===== config.mk =====
export PLATFORM = sky130hd
export DESIGN_NAME = scw_ctrl_decoder
export DESIGN_NICKNAME = d
export VERILOG_FILES = /design/src/rtl/scw_pkg.sv /design/src/rtl/scw_serial_rx.sv /design/src/rtl/scw_cmd_decode.sv /design/src/rtl/scw_reg_bank.sv /design/src/rtl/scw_ctrl_decoder.sv
export SDC_FILE = /design/constraint.sdc
export NUM_CORES = 1
export LEC_CHECK = 0
export BUFFER_PORTS_ARGS = -buffer_cell sky130_fd_sc_hd__buf_2
export CAP_MARGIN = 20
export CORE_MARGIN = 1.5
export CORE_UTILIZATION = 40
export DETAILED_ROUTE_END_ITERATION = 10
export GPL_ROUTABILITY_DRIVEN = 0
export GPL_TIMING_DRIVEN = 0
export HOLD_SLACK_MARGIN = 0.12
export PLACE_DENSITY_LB_ADDON = 0.12
export SYNTH_ARGS = -nofsm -noshare
export SYNTH_HDL_FRONTEND = slang
export SYNTH_SLANG_ARGS = --single-unit

===== constraint.sdc =====
create_clock -name clk -period 2.2 [get_ports clk]
set_input_delay 0.44 -clock clk [delete_from_list [all_inputs] [get_ports clk]]
set_output_delay 0.44 -clock clk [all_outputs]
set_load 0.01 [all_outputs]

===== src/rtl/scw_pkg.sv =====
package scw_pkg;
    localparam int WORD_W   = 16;
    localparam int BYTE_W   = 8;
    localparam int PHASE_W  = 12;
    localparam int N_PHASE  = 4;
    localparam int FREQ_W   = 32;
    localparam int N_FREQ   = 2;
    localparam int HALF_W   = FREQ_W / 2;
    localparam int N_HALF   = 2 * N_FREQ;
    localparam int PIDX_W   = $clog2(N_PHASE);
    localparam int FIDX_W   = $clog2(N_FREQ);
    localparam int HIDX_W   = $clog2(N_HALF);
    localparam int CNT_W    = $clog2(WORD_W + 1);
    localparam int ADDR_W   = 4;
    localparam int ADDR_LSB = 8;
    localparam int IDX_LSB  = 1;
    localparam int PSEL_LSB = 9;
    localparam int FSEL_BIT = 11;
    localparam int HI_BIT   = 13;
    localparam int MID_BIT  = 12;
    localparam int CLR_BIT  = 11;

    typedef enum logic [3:0] {
        OP_PH_WR    = 4'b0000,
        OP_PH_DEF   = 4'b0001,
        OP_FR_WR    = 4'b0010,
        OP_FR_DEF   = 4'b0011,
        OP_TEST     = 4'b0100,
        OP_SEL_BOTH = 4'b0101,
        OP_SEL_PH   = 4'b0110,
        OP_SEL_FR   = 4'b0111
    } op_e;
endpackage


===== src/rtl/scw_serial_rx.sv =====
module scw_serial_rx
    import scw_pkg::*;
(
    input  logic              clk,
    input  logic              rst_n,
    input  logic              frame_n,
    input  logic              sclk,
    input  logic              sdata,
    output logic              word_vld,
    output logic [WORD_W-1:0] word
);
    typedef struct packed {
        logic              sclk_prev;
        logic [CNT_W-1:0]  cnt;
        logic [WORD_W-1:0] shift;
        logic              vld;
    } rx_state_t;

    rx_state_t s_d, s_q;

    always_comb begin
        s_d           = s_q;
        s_d.sclk_prev = sclk;
        s_d.vld       = 1'b0;
        if (frame_n) begin
            s_d.cnt = '0;
        end else if (s_q.sclk_prev && !sclk && (s_q.cnt < CNT_W'(WORD_W))) begin
            s_d.shift = {s_q.shift[WORD_W-2:0], sdata};
            s_d.cnt   = s_q.cnt + 1'b1;
            if (s_q.cnt == CNT_W'(WORD_W - 1)) begin
                s_d.vld = 1'b1;
            end
        end
    end

    always_ff @(posedge clk) begin
        if (!rst_n) begin
            s_q <= '0;
        end else begin
            s_q <= s_d;
        end
    end

    assign word_vld = s_q.vld;
    assign word     = s_q.shift;
endmodule


===== src/rtl/scw_cmd_decode.sv =====
module scw_cmd_decode
    import scw_pkg::*;
(
    input  logic              clk,
    input  logic              rst_n,
    input  logic              word_vld,
    input  logic [WORD_W-1:0] word,
    output logic              wr_stb,
    output logic              wr_is_freq,
    output logic [ADDR_W-1:0] wr_addr,
    output logic [WORD_W-1:0] wr_data,
    output logic [PIDX_W-1:0] psel_bits,
    output logic [FIDX_W-1:0] fsel_bits,
    output logic              sync_en,
    output logic              selsrc,
    output logic              sleep,
    output logic              acc_reset,
    output logic              clr_pulse
);
    typedef struct packed {
        logic [BYTE_W-1:0] hold;
        logic              sync;
        logic              src;
        logic              slp;
        logic              arst;
        logic              clr;
        logic [PIDX_W-1:0] psel;
        logic [FIDX_W-1:0] fsel;
        logic              stb;
        logic              is_freq;
        logic [ADDR_W-1:0] addr;
        logic [WORD_W-1:0] data;
    } dec_state_t;

    dec_state_t c_d, c_q;
    op_e        op;

    assign op = op_e'(word[WORD_W-1 -: 4]);

    always_comb begin
        c_d     = c_q;
        c_d.stb = 1'b0;
        c_d.clr = 1'b0;
        if (word_vld) begin
            if (word[WORD_W-1]) begin
                if (!word[WORD_W-2]) begin
                    c_d.sync = word[HI_BIT];
                    c_d.src  = word[MID_BIT];
                end else begin
                    c_d.slp  = word[HI_BIT];
                    c_d.arst = word[MID_BIT];
                    if (word[CLR_BIT]) begin
                        c_d.clr  = 1'b1;
                        c_d.sync = 1'b0;
                        c_d.src  = 1'b0;
                    end
                end
            end else begin
                unique case (op)
                    OP_PH_DEF, OP_FR_DEF: begin
                        c_d.hold = word[BYTE_W-1:0];
                    end
                    OP_PH_WR, OP_FR_WR: begin
                        c_d.stb     = 1'b1;
                        c_d.is_freq = (op == OP_FR_WR);
                        c_d.addr    = word[ADDR_LSB +: ADDR_W];
                        c_d.data    = {word[BYTE_W-1:0], c_q.hold};
                    end
                    OP_SEL_PH: begin
                        c_d.psel = word[PSEL_LSB +: PIDX_W];
                    end
                    OP_SEL_FR: begin
                        c_d.fsel = word[FSEL_BIT -: FIDX_W];
                    end
                    OP_SEL_BOTH: begin
                        c_d.psel = word[PSEL_LSB +: PIDX_W];
                        c_d.fsel = word[FSEL_BIT -: FIDX_W];
                    end
                    default: begin
                    end
                endcase
            end
        end
    end

    always_ff @(posedge clk) begin
        if (!rst_n) begin
            c_q <= '0;
        end else begin
            c_q <= c_d;
        end
    end

    assign wr_stb     = c_q.stb;
    assign wr_is_freq = c_q.is_freq;
    assign wr_addr    = c_q.addr;
    assign wr_data    = c_q.data;
    assign psel_bits  = c_q.psel;
    assign fsel_bits  = c_q.fsel;
    assign sync_en    = c_q.sync;
    assign selsrc     = c_q.src;
    assign sleep      = c_q.slp;
    assign acc_reset  = c_q.arst;
    assign clr_pulse  = c_q.clr;
endmodule


===== src/rtl/scw_reg_bank.sv =====
module scw_reg_bank
    import scw_pkg::*;
(
    input  logic                         clk,
    input  logic                         rst_n,
    input  logic                         wr_stb,
    input  logic                         wr_is_freq,
    input  logic [HIDX_W-1:0]            wr_idx,
    input  logic [WORD_W-1:0]            wr_data,
    output logic [N_PHASE*PHASE_W-1:0]   phase_regs,
    output logic [N_FREQ*FREQ_W-1:0]     freq_regs
);
    typedef struct packed {
        logic [N_PHASE-1:0][PHASE_W-1:0] ph;
        logic [N_HALF-1:0][HALF_W-1:0]   fh;
    } bank_t;

    bank_t             b_d, b_q;
    logic [N_PHASE-1:0] ph_we;
    logic [N_HALF-1:0]  fh_we;

    for (genvar i = 0; i < N_PHASE; i++) begin : g_ph_we
        assign ph_we[i] = wr_stb && !wr_is_freq
                          && (wr_idx[PIDX_W-1:0] == PIDX_W'(i));
    end

    for (genvar j = 0; j < N_HALF; j++) begin : g_fh_we
        assign fh_we[j] = wr_stb && wr_is_freq
                          && (wr_idx == HIDX_W'(j));
    end

    always_comb begin
        b_d = b_q;
        for (int i = 0; i < N_PHASE; i++) begin
            if (ph_we[i]) begin
                b_d.ph[i] = wr_data[PHASE_W-1:0];
            end
        end
        for (int j = 0; j < N_HALF; j++) begin
            if (fh_we[j]) begin
                b_d.fh[j] = wr_data;
            end
        end
    end

    always_ff @(posedge clk) begin
        if (!rst_n) begin
            b_q <= '0;
        end else begin
            b_q <= b_d;
        end
    end

    assign phase_regs = b_q.ph;
    assign freq_regs  = b_q.fh;
endmodule


===== src/rtl/scw_ctrl_decoder.sv =====
module scw_ctrl_decoder
    import scw_pkg::*;
(
    input  logic                       clk,
    input  logic                       rst_n,
    input  logic                       frame_n,
    input  logic                       sclk,
    input  logic                       sdata,
    input  logic [PIDX_W-1:0]          psel_pin,
    input  logic [FIDX_W-1:0]          fsel_pin,
    output logic [N_PHASE*PHASE_W-1:0] phase_regs,
    output logic [N_FREQ*FREQ_W-1:0]   freq_regs,
    output logic [PIDX_W-1:0]          sel_phase,
    output logic [FIDX_W-1:0]          sel_freq,
    output logic                       sync_en,
    output logic                       selsrc,
    output logic                       sleep,
    output logic                       acc_reset,
    output logic                       clr_pulse,
    output logic                       wr_stb,
    output logic                       wr_is_freq,
    output logic [ADDR_W-1:0]          wr_addr,
    output logic [WORD_W-1:0]          wr_data
);
    logic              word_vld;
    logic [WORD_W-1:0] word;
    logic [PIDX_W-1:0] psel_bits;
    logic [FIDX_W-1:0] fsel_bits;

    scw_serial_rx u_rx (
        .clk      (clk),
        .rst_n    (rst_n),
        .frame_n  (frame_n),
        .sclk     (sclk),
        .sdata    (sdata),
        .word_vld (word_vld),
        .word     (word)
    );

    scw_cmd_decode u_dec (
        .clk        (clk),
        .rst_n      (rst_n),
        .word_vld   (word_vld),
        .word       (word),
        .wr_stb     (wr_stb),
        .wr_is_freq (wr_is_freq),
        .wr_addr    (wr_addr),
        .wr_data    (wr_data),
        .psel_bits  (psel_bits),
        .fsel_bits  (fsel_bits),
        .sync_en    (sync_en),
        .selsrc     (selsrc),
        .sleep      (sleep),
        .acc_reset  (acc_reset),
        .clr_pulse  (clr_pulse)
    );

    scw_reg_bank u_bank (
        .clk        (clk),
        .rst_n      (rst_n),
        .wr_stb     (wr_stb),
        .wr_is_freq (wr_is_freq),
        .wr_idx     (wr_addr[IDX_LSB +: HIDX_W]),
        .wr_data    (wr_data),
        .phase_regs (phase_regs),
        .freq_regs  (freq_regs)
    );

    assign sel_phase = selsrc ? psel_bits : psel_pin;
    assign sel_freq  = selsrc ? fsel_bits : fsel_pin;
endmodule


==> results of run 1 <==
stage by stage:
stage | power (mW) | instances | util
CTS | 6.40 | 1177 | 0.513
global route | 6.57 | 1177 | 0.513
finish | 6.35 | 1177 | 0.513
detailed placement | 3.31 | 1146 | 0.475
floorplan | 3.27 | 781 | -
global placement | 3.31 | 1146 | 0.475
report_power, final:
group | switching [mW] | total (mW) | internal [mW]
combinational | 0.0804 | 0.102 | 0.0221
clock | 1.23 | 3.11 | 1.88
sequential | 0.00137 | 3.13 | 3.13
flip-flops by register name, summed over array words and instances (netlist names):
signal / cells
u_bank.phase_regs: 48
u_dec.clr_pulse: 1
u_dec.fsel_bits: 1
u_dec.wr_is_freq: 1
u_dec.sync_en: 1
u_dec.psel_bits: 2
u_dec.sleep: 1
u_dec.wr_data: 16
u_dec.selsrc: 1
u_dec.acc_reset: 1
u_rx.word: 16
u_dec.wr_addr: 4
u_rx.word_vld: 1
u_dec.c_q: 8
u_dec.wr_stb: 1
u_bank.freq_regs: 64
u_rx.s_q: 6
layout make-up:
cell class | count | area [sq um] | share of cell area
buffer | 88 | 484 | 0.0592
clock buffer | 22 | 474 | 0.0580
clock inverter | 9 | 135 | 0.0165
inverter | 3 | 11.3 | 0.00138
multi-input combinational | 517 | 2590 | 0.317
sequential | 173 | 3460 | 0.424
tap | 216 | 270 | 0.0331
timing repair buffer | 149 | 746 | 0.0912
worst max path at each step:
stage / start / endpoint / slack [ns] / cells after the start
finish: u_dec.selsrc / sel_phase[0] / 0.45 / 2
CTS: u_dec.selsrc / sel_phase[0] / 0.42 / 2
floorplan: u_rx.s_q[17] / u_rx.s_q[21] / 0.65 / 5
detailed placement: sclk / u_rx.word[13] / 0.36 / 4
global route: u_dec.wr_addr[2] / u_bank.freq_regs[10] / 0.24 / 5
global placement: sclk / u_rx.word[12] / 0.39 / 5
Yosys cell counts (3+ instances only):
cell / instances / area (sq um)
nand2_1: 253 / 950
dfxtp_1: 173 / 3460
a21oi_1: 115 / 576
nand3_1: 39 / 195
clkbuf_1: 34 / 128
o21ai_0: 25 / 125
o21ai_2: 21 / 184
buf_4: 20 / 150
buf_2: 18 / 90.1
buf_1: 10 / 37.5
nor2_1: 9 / 33.8
nand3_2: 8 / 80.1
mux2i_1: 5 / 50.1
and4b_1: 4 / 40.0
mux2_2: 4 / 45.0
nand4b_1: 4 / 35.0
buf_6: 3 / 33.8
buf_8: 3 / 45.0
nand4bb_1: 3 / 33.8
nor4bb_1: 3 / 30.0
worst max-delay path: stages, from the launching register on:
cell	delay (ns)
dfxtp_1	0.41
mux2_2	0.35
buf_2	0.14
per-layer routing:
| layer | global-route usage | share of wire |
|---|---|---|
| met1 | 0.289 | 0.46 |
| met2 | 0.360 | 0.48 |
| met3 | 0.0517 | 0.054 |
| met4 | 0.0595 | 0.012 |
| met5 | 0 | 0 |
cells by family after synthesis:
kind of cell,after synthesis,share of synthesized area
simple gates,340,0.237
fa+ha+maj,2,0.00382
mux,9,0.0145
flops,173,0.529
xor+xnor,3,0.00401
compound gates,163,0.137
buf+inv,91,0.0756
==> results.md, run 1 <==
- Status: finished, final reports clean
- CTS Buf Count: 17
- Main synth FF type: dfxtp_1
- Most common cell after layout, fill and taps aside: nand2_1
- CP max FO: 5
- Clk slew on worst S/H paths: 0.06 ns
- CTS Sinks: 173
- Buffers on Ports: 149
- R2r worst-path depth: 5
- CP Capture Type: output pin
- Die H: 131 um
- CTS tree: done
- RSZ-0062 raised after global routing: false
- Reg2Reg Setup Slack: 0.47 ns
- DIE AREA: 0.0172 sq mm
- Initial Utilization: 0.411
- Average cell area after synthesis: 8.39 sq um
- Yosys cell types: 38
- Hold Slack: 0.249 ns
- Async SR Flop Fraction: 0
- Worst Hold Path EP: u_rx.word[0]
- Mapped Cells: 781
- Final hold vios: 0
- Worst Hold Class: input port to flop
- CP startpoint kind: flop
- DR vias: 5692
- Final HPWL DP: 12700 um
- Drt pass-1 iters: 4
- Total global-route track usage: 0.219
- TNS Setup: 0 ns
- Worst vdd ir: 0.531 mV
- Leak: 3.31 nW
- Via-per-instance ratio: 4.84
- Site row count: 46
- First-pass GRT wire length: 28300 um
- Largest net degree at the start of global routing: 17
- # fillers: 1646
- Worst Path Arrival: 1.31 ns
- DR DRC count: 0
- Reg2reg start: u_dec.wr_addr[1]
- Vias in the first global route: 5225
- CTS Buffer Depth: 2
- Final Critical Period: 1.75 ns
- ANT nets after route: 0
- Maximum clock rate: 570 MHz
- Finished Cell Area: 0.00818 sq mm
- Post-DP Area: 0.00757 sq mm
- Fin. max-slew vios: 0
- Slew @ Worst Pin: 1.01 ns
- Wire per inst: 15.7 um
- WHS Path Cells: 3
- Syn nets: 791
- Ys Warns: 0
- # H-tree levels: 4
- Clock Latency Late Sink: 0.43 ns
- Starting DRC count in detailed routing: 436
- Final setup margin: 0.447 ns
- Seq/Total Area, Yosys: 0.529
- PwrDens: 776 mW/mm^2
- I/O Pins: 150
- Netlist Area Pre-Place: 0.00655 sq mm
- Post-CTS Setup Inserts: 0
- Period Utilization, post-route: 0.797
- EDFF count, synth: 0
- Layout Nets: 959
- Post-cts resize count: 0
- Pre-CTS setup slack: 0.362 ns
- Post-CTS Hold Fix Bufs: 0
- Die width: 131 um
- Relative slew slack: 0.326
- Root buffer cell: clkbuf_16
- Synthesis-to-finish area growth: 24.8%
- Skew final: 0.00889 ns
- Register bit total from synthesis: 173
- CP Class: flop to output pin
- N_diodes: 0
- Worst flop-to-flop path endpoint: u_bank.freq_regs[54]
- Gr ovfl total: 0
- Worst Hold Launch: sdata
- Antenna violations before repair: 0
- Share of layout cells above drive strength 1: 0.272
- Data required time at the worst endpoint: 1.76 ns
- WL final: 18500 um
- Max Cap Viol: 0
- Core box area: 0.0159 sq mm
- Final setup fails: 0
- Most frequent cells in the layout: 253 x nand2_1, 173 x dfxtp_1, 167 x buf_2
Power figures use the tool's default switching activity.
==> run 2: changes to the inputs <==
Clock period 2.2 ns to 1.45 ns, I/O delays scaled along.
==> run 2 against run 1 <==
The run now ends with setup timing left. Combinational power is 75% higher. Routed wire length is 3.5% higher. First-iteration DRC count is 13% lower. Sequential power is 52% higher. Critical path type unchanged.
==> results.md, run 2 (same netlist as run 1, synthesis figures left out) <==
- Leak: 3.46 nW
- Fin. max-slew vios: 0
- ANT nets after route: 0
- DR DRC count: 0
- Switching power total: 1.96 mW
- Most common cell after layout, fill and taps aside: nand2_1
- Failing checks: setup timing
- Layout Nets: 970
- Final core utilization: 0.540
- Initial Utilization: 0.411
- Worst vdd ir: 0.864 mV
- Part of the power in registers: 0.515
- # H-tree levels: 4
- Worst flop-to-flop path endpoint: u_dec.wr_data[14]
- Starting DRC count in detailed routing: 380
- Die width: 131 um
- Maximum clock rate: 655 MHz
- I/O Pins: 150
- CP Class: flop to output pin
- Clock power frac: 0.466
- Clock Latency Late Sink: 0.43 ns
- CTS tree: done
- Total global-route track usage: 0.223
- DIE AREA: 0.0172 sq mm
- TNS Setup: -0.555 ns
- Final setup margin: -0.0778 ns
- First-pass GRT wire length: 28700 um
- Relative slew slack: 0.407
- Clk slew on worst S/H paths: 0.06 ns
- Crit-path cells: mux2_4 -> buf_6
- Largest net degree at the start of global routing: 17
- Worst Setup SP: u_dec.selsrc
- CTS Sinks: 173
- Reg2reg start: u_rx.word[15]
- WL final: 19100 um
- Reg2Reg Setup Slack: -0.06 ns
- Wire per inst: 16.1 um
- Max Cap Viol: 0
- Most frequent cells in the layout: 253 x nand2_1, 158 x dfxtp_1, 154 x buf_2
- Share of layout cells above drive strength 1: 0.336
- CP Capture Type: output pin
- Core box area: 0.0159 sq mm
- Skew final: 0.00590 ns
- Worst path max stage delay: 0.38 ns
- Synthesis-to-finish area growth: 31.3%
- Data required time at the worst endpoint: 1.16 ns
- Vias in the first global route: 5249
- CP startpoint kind: flop
- Via-per-instance ratio: 4.89
- Final Critical Period: 1.53 ns
- CP max FO: 5
- DR vias: 5800
- Slew @ Worst Pin: 0.890 ns
- P_int: 7.26 mW
- Final setup fails: 13
- Worst Hold Class: input port to flop
- N_diodes: 0
- Final HPWL DP: 12800 um
- CTS Buffer Depth: 2
- Final hold vios: 0
- CTS Buf Count: 17
- Worst Path Arrival: 1.24 ns
- Sw frac: 0.212
- Logic pwr share: 0.019
- Drt pass-1 iters: 5
- Site row count: 46
- Gr ovfl total: 0
- Die H: 131 um
- Critical Path Sink: sel_freq
- Antenna violations before repair: 0
- Worst path slowest cell: dfxtp_4
- Status: finished with violations
- Final Total Pwr: 9.22 mW
- Buffers on Ports: 149
- Period Utilization, post-route: 1.05
- PwrDens: 1070 mW/mm^2
- Max FFs per register: 64
- RSZ-0062 raised after global routing: true
- R2r worst-path depth: 5
- Root buffer cell: clkbuf_16
-- run 2: changes by cell type in the layout (fill, tap and decap cells not counted), moves of 5 or more --
| cell | before | now |
|---|---|---|
| dfxtp_1 | 173 | 158 |
| a21oi_1 | 115 | 110 |
| nand3_2 | 8 | 17 |
| buf_4 | 20 | 41 |
| buf_6 | 3 | 9 |
| dfxtp_2 | 0 | 9 |
| buf_2 | 167 | 154 |
| nand3_1 | 39 | 29 |
| clkbuf_1 | 36 | 24 |
| a21oi_2 | 0 | 5 |
| dfxtp_4 | 0 | 6 |
-- run 2: power by group through the flow --
stage / Clock (mW) / Combinational, mW / Sequential [mW]
after floorplan: 0 / 0.0951 / 4.86
after global placement: 0 / 0.158 / 4.86
after detailed placement: 0 / 0.158 / 4.86
after CTS: 4.33 / 0.174 / 4.75
after global routing: 4.55 / 0.196 / 4.74
final: 4.29 / 0.179 / 4.75
-- run 2: layout make-up --
| class | instances | area [sq um] |
|---|---|---|
| Timing Repair Buffer | 167 | 947 |
| Multi-Input combinational cell | 517 | 2790 |
| Buffer | 81 | 541 |
| Inverter | 3 | 11.3 |
| Tap cell | 216 | 270 |
| Clock inverter | 7 | 65.1 |
| Clock buffer | 23 | 478 |
| Fill cell | 1540 | 7340 |
| Sequential cell | 173 | 3500 |
-- run 2: what timing repair did --
action	CTS	global route
setup endpoints to repair	133	111
pin swaps	16	6
resized for setup	59	50
cloned	1	1
setup buffers	9	6
hold buffers	1	0
endpoints found under the hold margin	1	0
-- run 2: worst min path at each step --
stage	start	endpoint	slack, ns	depth (start not counted)
after floorplan	sclk	u_rx.s_q[22]	0.41	1
after global placement	u_bank.freq_regs[51]	u_bank.freq_regs[51]	0.44	2
after detailed placement	u_bank.freq_regs[9]	u_bank.freq_regs[9]	0.44	2
after CTS	sclk	u_rx.s_q[22]	0.16	2
after global routing	sclk	u_rx.s_q[22]	0.19	2
final	sclk	u_rx.s_q[22]	0.18	2
-- run 2: per-stage QoR --
| stage | setup slack, ns | area (sq um) | instances | hold WS [ns] |
|---|---|---|---|---|
| floorplan | 0.00798 | 6560 | 781 | 0.412 |
| global placement | -0.240 | 7570 | 1146 | 0.440 |
| detailed placement | -0.271 | 7570 | 1146 | 0.443 |
| CTS | -0.0907 | 8370 | 1182 | 0.161 |
| global route | -0.112 | 8600 | 1187 | 0.194 |
| finish | -0.0778 | 8600 | 1187 | 0.184 |
-- run 2: metal layers --
metal / share of wire / global-route usage / wire length (um)
met5: 0 / 0 / 0
met1: 0.45 / 0.291 / 8610
met2: 0.50 / 0.376 / 9510
met3: 0.038 / 0.0415 / 722
met4: 0.015 / 0.0666 / 292
-- run 2: worst max-delay path: cells and delay by family, from the launching register on --
kind | cells | cell delay [ns]
DFF | 1 | 0.38
muxes | 1 | 0.31
buffers and inverters | 1 | 0.12
==> run 3: changes to the inputs <==
Settings changed: ABC_AREA set to 1.
==> run 3 against run 2 <==
Global-route usage fell by 1.2 points. Non-clock buffer count decreased by 31. Power rose by 7.7%. Largest power group is now the clock network. The flow still finishes with violations (setup timing). First-iteration DRC count down 13%. Utilization down 1.8 points. Sequential share of layout area increased by 2.1 points. Sequential cell count unchanged. Die area decreased by 1.9%. Setup slack better by 0.0049 ns. Synthesized cell count increased by 9.9%.
==> results.md, run 3 <==
- Status: finished with violations
- Failing checks: setup timing
- Switching power total: 1.98 mW
- Layout Nets: 1042
- CP Capture Type: output pin
- Vias in the first global route: 4956
- Skew final: 0.00730 ns
- Max FFs per register: 64
- Syn nets: 868
- Final Total Pwr: 9.93 mW
- WL final: 17800 um
- Starting DRC count in detailed routing: 331
- Worst Hold Class: input port to flop
- Drt pass-1 iters: 4
- Relative slew slack: 0.643
- Met1 WL: 8310 um
- CP Class: flop to output pin
- WHS Path Cells: 5
- Root buffer cell: clkbuf_16
- Top cell type's share of synthesized area: 0.539
- I/O Pins: 150
- Maximum clock rate: 657 MHz
- Wire per inst: 14.1 um
- Seq/Total Area, Yosys: 0.539
- Via-per-instance ratio: 4.62
- Final Critical Period: 1.52 ns
- DIE AREA: 0.0168 sq mm
- Final hold vios: 0
- Antenna violations before repair: 0
- First-pass GRT wire length: 26900 um
- Cell taking the most area after synthesis: dfxtp_1
- Worst Path Arrival: 1.23 ns
- Most common cell in the netlist: nor2_1
- # H-tree levels: 4
- P_int: 7.95 mW
- Met2 WL post-DR: 8260 um
- Worst Hold Path EP: u_rx.word[0]
- ANT nets after route: 0
- Die width: 130 um
- Max Cap Viol: 0
- Leak: 3.82 nW
- CP startpoint kind: flop
- Post-Synth Simple-Gate Area: 0.255
- Site row count: 46
- Top sig layer: met4
- Gr ovfl total: 0
- Final HPWL DP: 12200 um
- Logic pwr share: 0.028
- Main combinational cell family by area after synthesis: simple AND/OR/NAND/NOR gates
- Worst flop-to-flop path endpoint: u_bank.freq_regs[58]
- Initial Utilization: 0.407
- CTS tree: done
- PwrDens: 1210 mW/mm^2
- CP max FO: 6
- Buffers on Ports: 148
- Clk slew on worst S/H paths: 0.06 ns
- Register bit total from synthesis: 173
- CTS Buf Count: 17
- Worst Hold Launch: sdata
- Post-synthesis mux area share: 0.00351
- Worst path slowest cell: dfxtp_4
- Post-DP Area: 0.00744 sq mm
- Worst path max stage delay: 0.38 ns
- CTS Sinks: 173
- Data required time at the worst endpoint: 1.16 ns
- Clock power frac: 0.492
- Average cell area after synthesis: 7.49 sq um
- N_diodes: 0
- Synthesis-to-finish area growth: 28.1%
- Worst vdd ir: 0.812 mV
- Main synth FF type: dfxtp_1
- Final setup fails: 2
- Compound-cell area share of the yosys netlist: 0.120
- Clock Latency Late Sink: 0.42 ns
- Async SR Flop Fraction: 0
- Largest net degree at the start of global routing: 17
- CTS Buffer Depth: 2
- Pre-CTS setup slack: 0.0167 ns
- Core box area: 0.0158 sq mm
- Slew @ Worst Pin: 0.535 ns
- Mapped Cells: 858
- TNS Setup: -0.141 ns
- R2r worst-path depth: 6
- Final setup margin: -0.0729 ns
- Sw frac: 0.199
- Reg2reg start: u_dec.wr_is_freq
- RSZ-0062 raised after global routing: true
- Most frequent cells in the layout: 333 x nor2_1, 156 x buf_2, 153 x dfxtp_1
- Top cells by count, synth: 334 x nor2_1, 173 x dfxtp_1, 143 x o21ai_0
- Placed insts: 1222
- DR DRC count: 0
- Post-synthesis adder-cell area fraction: 0.00389
- Fin. max-slew vios: 0
- Share of layout cells above drive strength 1: 0.249
- Period Utilization, post-route: 1.05
- Total global-route track usage: 0.211
- Post-route insts no fill: 1260
- Most common cell after layout, fill and taps aside: nor2_1
- WL met3: 961 um
- Post-Synth XOR/XNOR Area: 0
- Ys Warns: 0
- Crit-path cells: mux2_4 -> buf_6
- EDFF count, synth: 0
- DR vias: 5826
- Part of the power in registers: 0.480
- Synth area leaders: dfxtp_1 54%, nor2_1 20%, o21ai_0 11%
- Netlist Area Pre-Place: 0.00642 sq mm
- Die H: 130 um
- Reg2Reg Setup Slack: 0.10 ns
- Yosys cell types: 19
- Finished Cell Area: 0.00823 sq mm
## run 3: cell count changes in the layout (fill, tap and decap cells not counted), sizes merged, moves of 4 or more
| cell | before | now |
|---|---|---|
| nor2 | 9 | 337 |
| nand2 | 253 | 59 |
| a21oi | 115 | 9 |
| o21ai | 48 | 143 |
| inv | 3 | 44 |
| buf | 220 | 190 |
| nand3 | 47 | 24 |
| mux2i | 5 | 0 |
| and4b | 4 | 0 |
| nand4b | 4 | 0 |
## run 3: worst max-delay path by stage
stage | depth (start not counted) | from | slack (ns) | to
2_1_floorplan | 6 | u_dec.wr_is_freq | 0.24 | u_bank.freq_regs[54]
3_3_place_gp | 6 | u_dec.wr_addr[2] | 0.05 | u_bank.freq_regs[58]
5_1_grt | 2 | u_dec.selsrc | -0.11 | sel_phase[0]
6_report | 2 | u_dec.selsrc | -0.07 | sel_phase[0]
3_5_place_dp | 7 | sclk | 0.02 | u_rx.word[14]
4_1_cts | 2 | u_dec.selsrc | -0.08 | sel_phase[0]
## run 3: critical path: cells and delay by family, from the launching register on
| family | cells | cell delay [ns] |
|---|---|---|
| mux | 1 | 0.31 |
| flops | 1 | 0.38 |
| buf+inv | 1 | 0.12 |
## run 3: area by class of cell
type / count / area (sq um)
Tap cell: 216 / 270
Inverter: 45 / 169
Fill cell: 1671 / 7540
Sequential cell: 173 / 3520
Clock buffer: 26 / 509
Buffer: 61 / 347
Clock inverter: 5 / 128
Multi-Input combinational cell: 578 / 2470
Timing Repair Buffer: 156 / 816
## run 3: cell families after synthesis
logic type / after synthesis
AO/OA/AOI/OAI: 153
adder cells (fa/ha/maj): 2
buffers and inverters: 107
flip-flops: 173
multiplexers: 2
AND/OR/NAND/NOR: 421
## run 3: stage by stage
step	util	hold WS, ns
global route	0.522	0.224
detailed placement	0.472	0.464
finish	0.522	0.185
global placement	0.472	0.457
floorplan	-	0.383
CTS	0.517	0.177
## run 3: routing by layer
metal / vias up / track usage
met5: - / 0
met4: 0 / 0.0725
met3: 21 / 0.0414
met2: 146 / 0.341
met1: 2618 / 0.284
li1: 3041 / -
## run 3: power groups by stage
stage               Clock, mW  Combinational, mW  Sequential (mW)
detailed placement          0              0.267             4.89
CTS                      4.95              0.277             4.76
floorplan                   0              0.194             4.89
global placement            0              0.266             4.89
global route             5.15              0.318             4.76
finish                   4.88              0.278             4.76
## run 3: what timing repair did
action,CTS,global route
hold buffers,1,0
resized for setup,35,23
buffers inserted,0,7
hold endpoints to repair,1,0
pin swaps,0,1
endpoints found under the setup margin,19,117
